$ cat src/rtl/vseq_pkg.sv
package vseq_pkg;
  parameter int NREG = 32;
  parameter int MAX_LMUL_LOG2 = 3;
  localparam int RW = $clog2(NREG);
  localparam int CW = MAX_LMUL_LOG2 + 1;

  typedef logic [RW-1:0] vreg_t;
  typedef logic [CW-1:0] cnt_t;

  // group size from the 2-bit size code
  function automatic cnt_t grp_len(input logic [1:0] code);
    return cnt_t'(1) << code;
  endfunction

  // register r lies in the part of a group from index 'from' up to 'len'-1
  function automatic logic grp_hit(input vreg_t r, input vreg_t base,
                                   input cnt_t from, input cnt_t len);
    vreg_t off;
    off = r - base;
    return (int'(off) >= int'(from)) && (int'(off) < int'(len));
  endfunction

  // newer micro-op (y_*) collides with what the older instruction has left
  function automatic logic older_blocks(input vreg_t o_vd, input vreg_t o_vs1,
                                        input vreg_t o_vs2, input cnt_t o_cnt,
                                        input cnt_t o_len, input vreg_t y_vd,
                                        input vreg_t y_vs1, input vreg_t y_vs2);
    logic raw_waw, war;
    raw_waw = grp_hit(y_vd, o_vd, o_cnt, o_len) | grp_hit(y_vs1, o_vd, o_cnt, o_len)
            | grp_hit(y_vs2, o_vd, o_cnt, o_len);
    war     = grp_hit(y_vd, o_vs1, o_cnt, o_len) | grp_hit(y_vd, o_vs2, o_cnt, o_len);
    return raw_waw | war;
  endfunction
endpackage

$ cat src/rtl/vseq_unit.sv
module vseq_unit
  import vseq_pkg::*;
#(
  parameter int STAGES = 2
) (
  input  logic              clk,
  input  logic              rst_n,
  input  logic              load,
  input  vreg_t             ld_vd,
  input  vreg_t             ld_vs1,
  input  vreg_t             ld_vs2,
  input  cnt_t              ld_len,
  input  logic              go,
  output logic              busy,
  output logic              issue,
  output logic              last,
  output vreg_t             base_vd,
  output vreg_t             base_vs1,
  output vreg_t             base_vs2,
  output cnt_t              cnt,
  output cnt_t              len,
  output vreg_t             cur_vd,
  output vreg_t             cur_vs1,
  output vreg_t             cur_vs2,
  output logic [STAGES-1:0] stage_vld,
  output logic              tail_vld,
  output vreg_t             tail_vd
);
  vreg_t stage_vd [STAGES];

  assign cur_vd  = base_vd  + vreg_t'(cnt);
  assign cur_vs1 = base_vs1 + vreg_t'(cnt);
  assign cur_vs2 = base_vs2 + vreg_t'(cnt);
  assign issue   = busy && go;
  assign last    = busy && (cnt == len - cnt_t'(1));

  always_ff @(posedge clk or negedge rst_n) begin
    if (!rst_n) begin
      busy     <= 1'b0;
      cnt      <= '0;
      len      <= '0;
      base_vd  <= '0;
      base_vs1 <= '0;
      base_vs2 <= '0;
    end else if (load) begin
      busy     <= 1'b1;
      cnt      <= '0;
      len      <= ld_len;
      base_vd  <= ld_vd;
      base_vs1 <= ld_vs1;
      base_vs2 <= ld_vs2;
    end else if (issue) begin
      cnt <= cnt + cnt_t'(1);
      if (last) busy <= 1'b0;
    end
  end

  // execute stage occupancy, one register per stage
  for (genvar i = 0; i < STAGES; i++) begin : g_stage
    always_ff @(posedge clk or negedge rst_n) begin
      if (!rst_n) begin
        stage_vld[i] <= 1'b0;
        stage_vd[i]  <= '0;
      end else if (i == 0) begin
        stage_vld[i] <= issue;
        stage_vd[i]  <= cur_vd;
      end else begin
        stage_vld[i] <= stage_vld[(i == 0) ? 0 : i-1];
        stage_vd[i]  <= stage_vd[(i == 0) ? 0 : i-1];
      end
    end
  end

  assign tail_vld = stage_vld[STAGES-1];
  assign tail_vd  = stage_vd[STAGES-1];
endmodule

$ cat src/rtl/vseq_scoreboard.sv
module vseq_scoreboard
  import vseq_pkg::*;
(
  input  logic            clk,
  input  logic            rst_n,
  input  logic            set_a,
  input  vreg_t           set_a_reg,
  input  logic            set_b,
  input  vreg_t           set_b_reg,
  input  logic            clr_a,
  input  vreg_t           clr_a_reg,
  input  logic            clr_b,
  input  vreg_t           clr_b_reg,
  output logic [NREG-1:0] pend
);
  logic [NREG-1:0] pend_nxt;

  // a set for a register beats a clear of the same register
  always_comb begin
    pend_nxt = pend;
    if (clr_a) pend_nxt[clr_a_reg] = 1'b0;
    if (clr_b) pend_nxt[clr_b_reg] = 1'b0;
    if (set_a) pend_nxt[set_a_reg] = 1'b1;
    if (set_b) pend_nxt[set_b_reg] = 1'b1;
  end

  always_ff @(posedge clk or negedge rst_n) begin
    if (!rst_n) pend <= '0;
    else        pend <= pend_nxt;
  end
endmodule

$ cat src/rtl/vseq_chain.sv
module vseq_chain
  import vseq_pkg::*;
#(
  parameter int CV_STAGES = 2,
  parameter int AD_STAGES = 3
) (
  input  logic                 clk,
  input  logic                 rst_n,
  input  logic                 vq_valid,
  input  logic                 vq_sel_add,
  input  logic [1:0]           vq_lmul,
  input  logic [RW-1:0]        vq_vd,
  input  logic [RW-1:0]        vq_vs1,
  input  logic [RW-1:0]        vq_vs2,
  output logic                 vq_pop,
  output logic                 cv_issue,
  output logic [RW-1:0]        cv_vd,
  output logic [RW-1:0]        cv_vs1,
  output logic [RW-1:0]        cv_vs2,
  output logic [CV_STAGES-1:0] cv_stage_vld,
  output logic                 ad_issue,
  output logic [RW-1:0]        ad_vd,
  output logic [RW-1:0]        ad_vs1,
  output logic [RW-1:0]        ad_vs2,
  output logic [AD_STAGES-1:0] ad_stage_vld
);
  logic  cv_busy, cv_last, cv_go, cv_load, cv_free, cv_yield, cv_tail_vld;
  logic  ad_busy, ad_last, ad_go, ad_load, ad_free, ad_yield, ad_tail_vld;
  vreg_t cv_bvd, cv_bvs1, cv_bvs2, cv_tail_vd;
  vreg_t ad_bvd, ad_bvs1, ad_bvs2, ad_tail_vd;
  cnt_t  cv_cnt, cv_len, ad_cnt, ad_len, q_len;
  logic  cv_older;
  logic [NREG-1:0] pend, fwd, hold;

  assign q_len = grp_len(vq_lmul);

  // registers whose producer sits in a final stage are forwarded this cycle
  always_comb begin
    fwd = '0;
    if (cv_tail_vld) fwd[cv_tail_vd] = 1'b1;
    if (ad_tail_vld) fwd[ad_tail_vd] = 1'b1;
  end
  assign hold = pend & ~fwd;

  assign cv_yield = ad_busy && !cv_older &&
                    older_blocks(ad_bvd, ad_bvs1, ad_bvs2, ad_cnt, ad_len, cv_vd, cv_vs1, cv_vs2);
  assign ad_yield = cv_busy && cv_older &&
                    older_blocks(cv_bvd, cv_bvs1, cv_bvs2, cv_cnt, cv_len, ad_vd, ad_vs1, ad_vs2);
  assign cv_go = !hold[cv_vd] && !hold[cv_vs1] && !hold[cv_vs2] && !cv_yield;
  assign ad_go = !hold[ad_vd] && !hold[ad_vs1] && !hold[ad_vs2] && !ad_yield;

  assign cv_free = !cv_busy || (cv_issue && cv_last);
  assign ad_free = !ad_busy || (ad_issue && ad_last);
  assign vq_pop  = vq_valid && (vq_sel_add ? ad_free : cv_free);
  assign cv_load = vq_pop && !vq_sel_add;
  assign ad_load = vq_pop && vq_sel_add;

  // age between the two resident instructions: the one loaded later is newer
  always_ff @(posedge clk or negedge rst_n) begin
    if (!rst_n)       cv_older <= 1'b0;
    else if (ad_load) cv_older <= 1'b1;
    else if (cv_load) cv_older <= 1'b0;
  end

  vseq_unit #(.STAGES(CV_STAGES)) u_cv (
    .clk(clk), .rst_n(rst_n), .load(cv_load), .ld_vd(vq_vd), .ld_vs1(vq_vs1),
    .ld_vs2(vq_vs2), .ld_len(q_len), .go(cv_go), .busy(cv_busy), .issue(cv_issue),
    .last(cv_last), .base_vd(cv_bvd), .base_vs1(cv_bvs1), .base_vs2(cv_bvs2),
    .cnt(cv_cnt), .len(cv_len), .cur_vd(cv_vd), .cur_vs1(cv_vs1), .cur_vs2(cv_vs2),
    .stage_vld(cv_stage_vld), .tail_vld(cv_tail_vld), .tail_vd(cv_tail_vd)
  );

  vseq_unit #(.STAGES(AD_STAGES)) u_ad (
    .clk(clk), .rst_n(rst_n), .load(ad_load), .ld_vd(vq_vd), .ld_vs1(vq_vs1),
    .ld_vs2(vq_vs2), .ld_len(q_len), .go(ad_go), .busy(ad_busy), .issue(ad_issue),
    .last(ad_last), .base_vd(ad_bvd), .base_vs1(ad_bvs1), .base_vs2(ad_bvs2),
    .cnt(ad_cnt), .len(ad_len), .cur_vd(ad_vd), .cur_vs1(ad_vs1), .cur_vs2(ad_vs2),
    .stage_vld(ad_stage_vld), .tail_vld(ad_tail_vld), .tail_vd(ad_tail_vd)
  );

  vseq_scoreboard u_sb (
    .clk(clk), .rst_n(rst_n),
    .set_a(cv_issue), .set_a_reg(cv_vd), .set_b(ad_issue), .set_b_reg(ad_vd),
    .clr_a(cv_tail_vld), .clr_a_reg(cv_tail_vd), .clr_b(ad_tail_vld), .clr_b_reg(ad_tail_vd),
    .pend(pend)
  );
endmodule

$ cat config.mk
export PLATFORM = sky130hd
export DESIGN_NAME = vseq_chain
export DESIGN_NICKNAME = d
export VERILOG_FILES = /design/src/rtl/vseq_pkg.sv /design/src/rtl/vseq_unit.sv /design/src/rtl/vseq_scoreboard.sv /design/src/rtl/vseq_chain.sv
export SDC_FILE = /design/constraint.sdc
export NUM_CORES = 1
export LEC_CHECK = 0
export ABC_AREA = 1
export BUFFER_PORTS_ARGS = -buffer_cell sky130_fd_sc_hd__buf_4
export CAP_MARGIN = 5
export CORE_MARGIN = 5
export CORE_UTILIZATION = 57
export DETAILED_ROUTE_END_ITERATION = 12
export PLACE_DENSITY = 0.78
export SLEW_MARGIN = 0
export SYNTH_ARGS = -nofsm -noshare
export SYNTH_HDL_FRONTEND = slang
export SYNTH_SLANG_ARGS = --single-unit
$ cat constraint.sdc
create_clock -name clk -period 4.1 [get_ports clk]
set_input_delay 0.205 -clock clk [delete_from_list [all_inputs] [get_ports clk]]
set_output_delay 0.205 -clock clk [all_outputs]
set_load 0.005 [all_outputs]
==> metrics.txt <==
area delta synth->final=27.4%; Synth top area share=24.5%; GR peak layer=met2; average size of a mapped cell=roughly 7 um2; sequential share of the synthesized area=between 20% and 30%; Ant. Diodes=0; DRC violation count after routing=0; post-synthesis async set-or-reset flop share=100%; post-synthesis cell area=11300 um2; met3 GRT Util=8.50%; vias per inst=roughly 6.1; met2 Use GR=60.4%; CTS Sinks=~110; fin worst setup slack=-241 ps; Slew HR=between 40% and 50%; dominant cell type by count on the critical path=nand2_1; Chip Width=151 um; Max-Cap Viols=0; DR pass1 iterations=6; die area=22800 um2; hpwl dp=roughly 32000 um; crit path DAT=a little over 4000 ps; status=complete, but fails checks; layout cells sized above 1=roughly 25%; Synth area leader=dfrtp_1; largest net degree at the start of global routing=49; Final Hold Vio Count=0; initial core utilization=slightly below 60%; GPL Wtd Cong=~1.0; Seq cells post-synth=around 110; final instance area=14400 um2; Routed Antenna Nets=0; crit-path cells=ha_4 -> fa_2 -> inv_4 -> fa_2 -> inv_1 -> ha_1 -> nand2_1 -> a21oi_1 -> o21ai_1 -> nand2_1 -> nand2_1 -> nor2_1 -> nand2_1 -> nand2_1 -> o21bai_1 -> nand2_1 -> nor2_4 -> nand3_4 -> nand3_2 -> nand3_2 -> inv_2 -> buf_6; Startpoint Class=register; YS warnings=0; area of placed instances=12600 um2; Setup WS pre-CTS=-274 ps; RSZ-0062 raised after global routing=yes; post-synth cell types=41; CTS tree=yes; H-tree Lvls=3; CTS Buf Count=9; CTS root buffer=clkbuf_16; CTS clock-pin slew for the worst setup and hold paths=roughly 80 ps; Mapped Nets=1807; total track usage=37.3%; # IOs=59; DRT Wirelength=approximately 45000 um; fmax=between 0.2 and 0.25 GHz; 1st-iter DRT viols=1315; Clk Latency, worst-skew pair=approximately 370 ps; most frequent cells in the layout=nand2_1 (493), nand3_1 (193), inv_1 (171); NumNets Final=between 1.5k and 2k; first-pass GRT wire length=around 64000 um; WL per Instance=about 22 um; failing checks=negative setup slack; Setup crit end kind=output port; Least-Margin Pin Slew=approximately 850 ps; largest cells by area after synthesis=dfrtp_1 (25%), nand2_1 (17%), ha_1 (15%); core area=around 20000 um2; GRT overflow=0; met1 GRT Util=between 40% and 50%; WHS=approximately 110 ps; Final Critical Period=roughly 4300 ps; Final Max Tran Viols=0; CP max stage cell=fa_2; EDFF count, synth=0; die height=approximately 150 um; initial antenna violation count=0; CP Max Fanout=4; port bufs=just under 60; Clock Tree Buf Depth=2; most common cell after layout, fill and taps aside=nand2_1; number of global-route vias before repair=around 12k; skew final=about 12 ps; crit-path max cell delay=between 500 and 600 ps; Primary FF master, synth=dfrtp_1; Tcrit/Tclk final=106%; setup violators final=slightly above 80; Worst EP required=slightly below 4000 ps; worst setup path category=register to output port; row count=51; post-layout util=between 70% and 80%; worst hold path class=input pin to register; Mapped Cells=approximately 1.6k; via count=~13k
==> logic make-up (layout without fill, tap and decap cells) <==
kind of cell | count (synthesis) | after routing | share of synthesized area, %
compound gates | 168 | 168 | 9.15
xor+xnor | 42 | 42 | 3.31
fa+ha+maj | 154 | 154 | 18.1
buf+inv | 235 | 401 | 8.49
flops | 111 | 111 | 24.5
simple gates | 922 | 922 | 36.4
==> Yosys cell counts, types with 3 or more instances <==
library cell / instances
a21o_1: 3
a21oi_1: 49
buf_4: 4
buf_6: 8
clkbuf_1: 21
clkinv_1: 8
dfrtp_1: 111
fa_1: 16
ha_1: 138
inv_1: 177
inv_2: 13
nand2_1: 514
nand2_2: 12
nand3_1: 223
nand3_2: 18
nand3_4: 5
nand3b_1: 17
nand4_1: 13
nor2_1: 96
nor2_2: 8
nor2_4: 3
nor3_1: 7
o211ai_1: 25
o21ai_0: 34
o21ai_1: 21
o21ai_2: 28
o21bai_1: 4
xnor2_1: 19
xor2_1: 22
==> stage by stage <==
step,std cells,setup TNS [ps]
floorplan,1632,0
global placement,2008,-2330
detailed placement,2008,-3540
CTS,2042,-331
global route,2063,-19370
finish,2063,-10240
==> registers in the layout, indices dropped and copies added, names as in the netlist, 2 cells and up <==
register        flops
u_ad.base_vd        5
u_ad.base_vs1       5
u_ad.base_vs2       5
u_ad.cnt            4
u_ad.len            4
u_ad.stage_vd      10
u_ad.stage_vld      2
u_ad.tail_vd        5
u_cv.base_vd        5
u_cv.base_vs1       5
u_cv.base_vs2       5
u_cv.cnt            4
u_cv.len            4
u_cv.stage_vd       5
u_cv.tail_vd        5
u_sb.pend          32
==> layout make-up <==
type	instances	area, um2
Clock buffer	9	225
Clock inverter	7	72.6
Fill cell	1515	5100
Inverter	199	776
Multi-Input combinational cell	1286	8500
Sequential cell	111	2780
Tap cell	265	332
Timing Repair Buffer	186	1740
==> what timing repair did <==
action | CTS | global route
setup endpoints to repair | 78 | 84
buffers inserted | 20 | 16
pin swaps | 44 | 52
hold buffers | 1 | 0
hold endpoints to repair | 46 | 0
gates resized for setup | 90 | 149
cloned | 0 | 7
==> path summary, 6_finish.rpt <==
path	from	endpoint	slack (ps)	depth (start not counted)
hold / removal	vq_vs2[2]	u_cv.base_vs2[2]	110	3
setup / recovery	u_ad.cnt[0]	vq_pop	-240	22
max in group asynchronous	rst_n	u_cv.stage_vd[7]	2700	3
min in group asynchronous	rst_n	u_ad.tail_vd[1]	410	2
setup reg to reg	u_ad.cnt[0]	cv_older	-230	26
hold reg to reg	u_ad.stage_vd[6]	u_ad.tail_vd[1]	350	0
==> critical path: cells and delay by family, from the launching register on <==
family,cells,cell delay [ps]
fa+ha+maj,4,1610
simple gates,11,1010
flops,1,460
compound gates,3,390
buf+inv,4,300
==> routing by layer <==
layer	vias up	wire, um
met5	-	0
met4	0	3430
met3	273	4790
met2	835	20300
met1	5801	16100
li1	5679	-
Power is left out: the tool's default activity adds up to more than one toggle a clock period on the data nets, which glitch-free logic cannot reach.
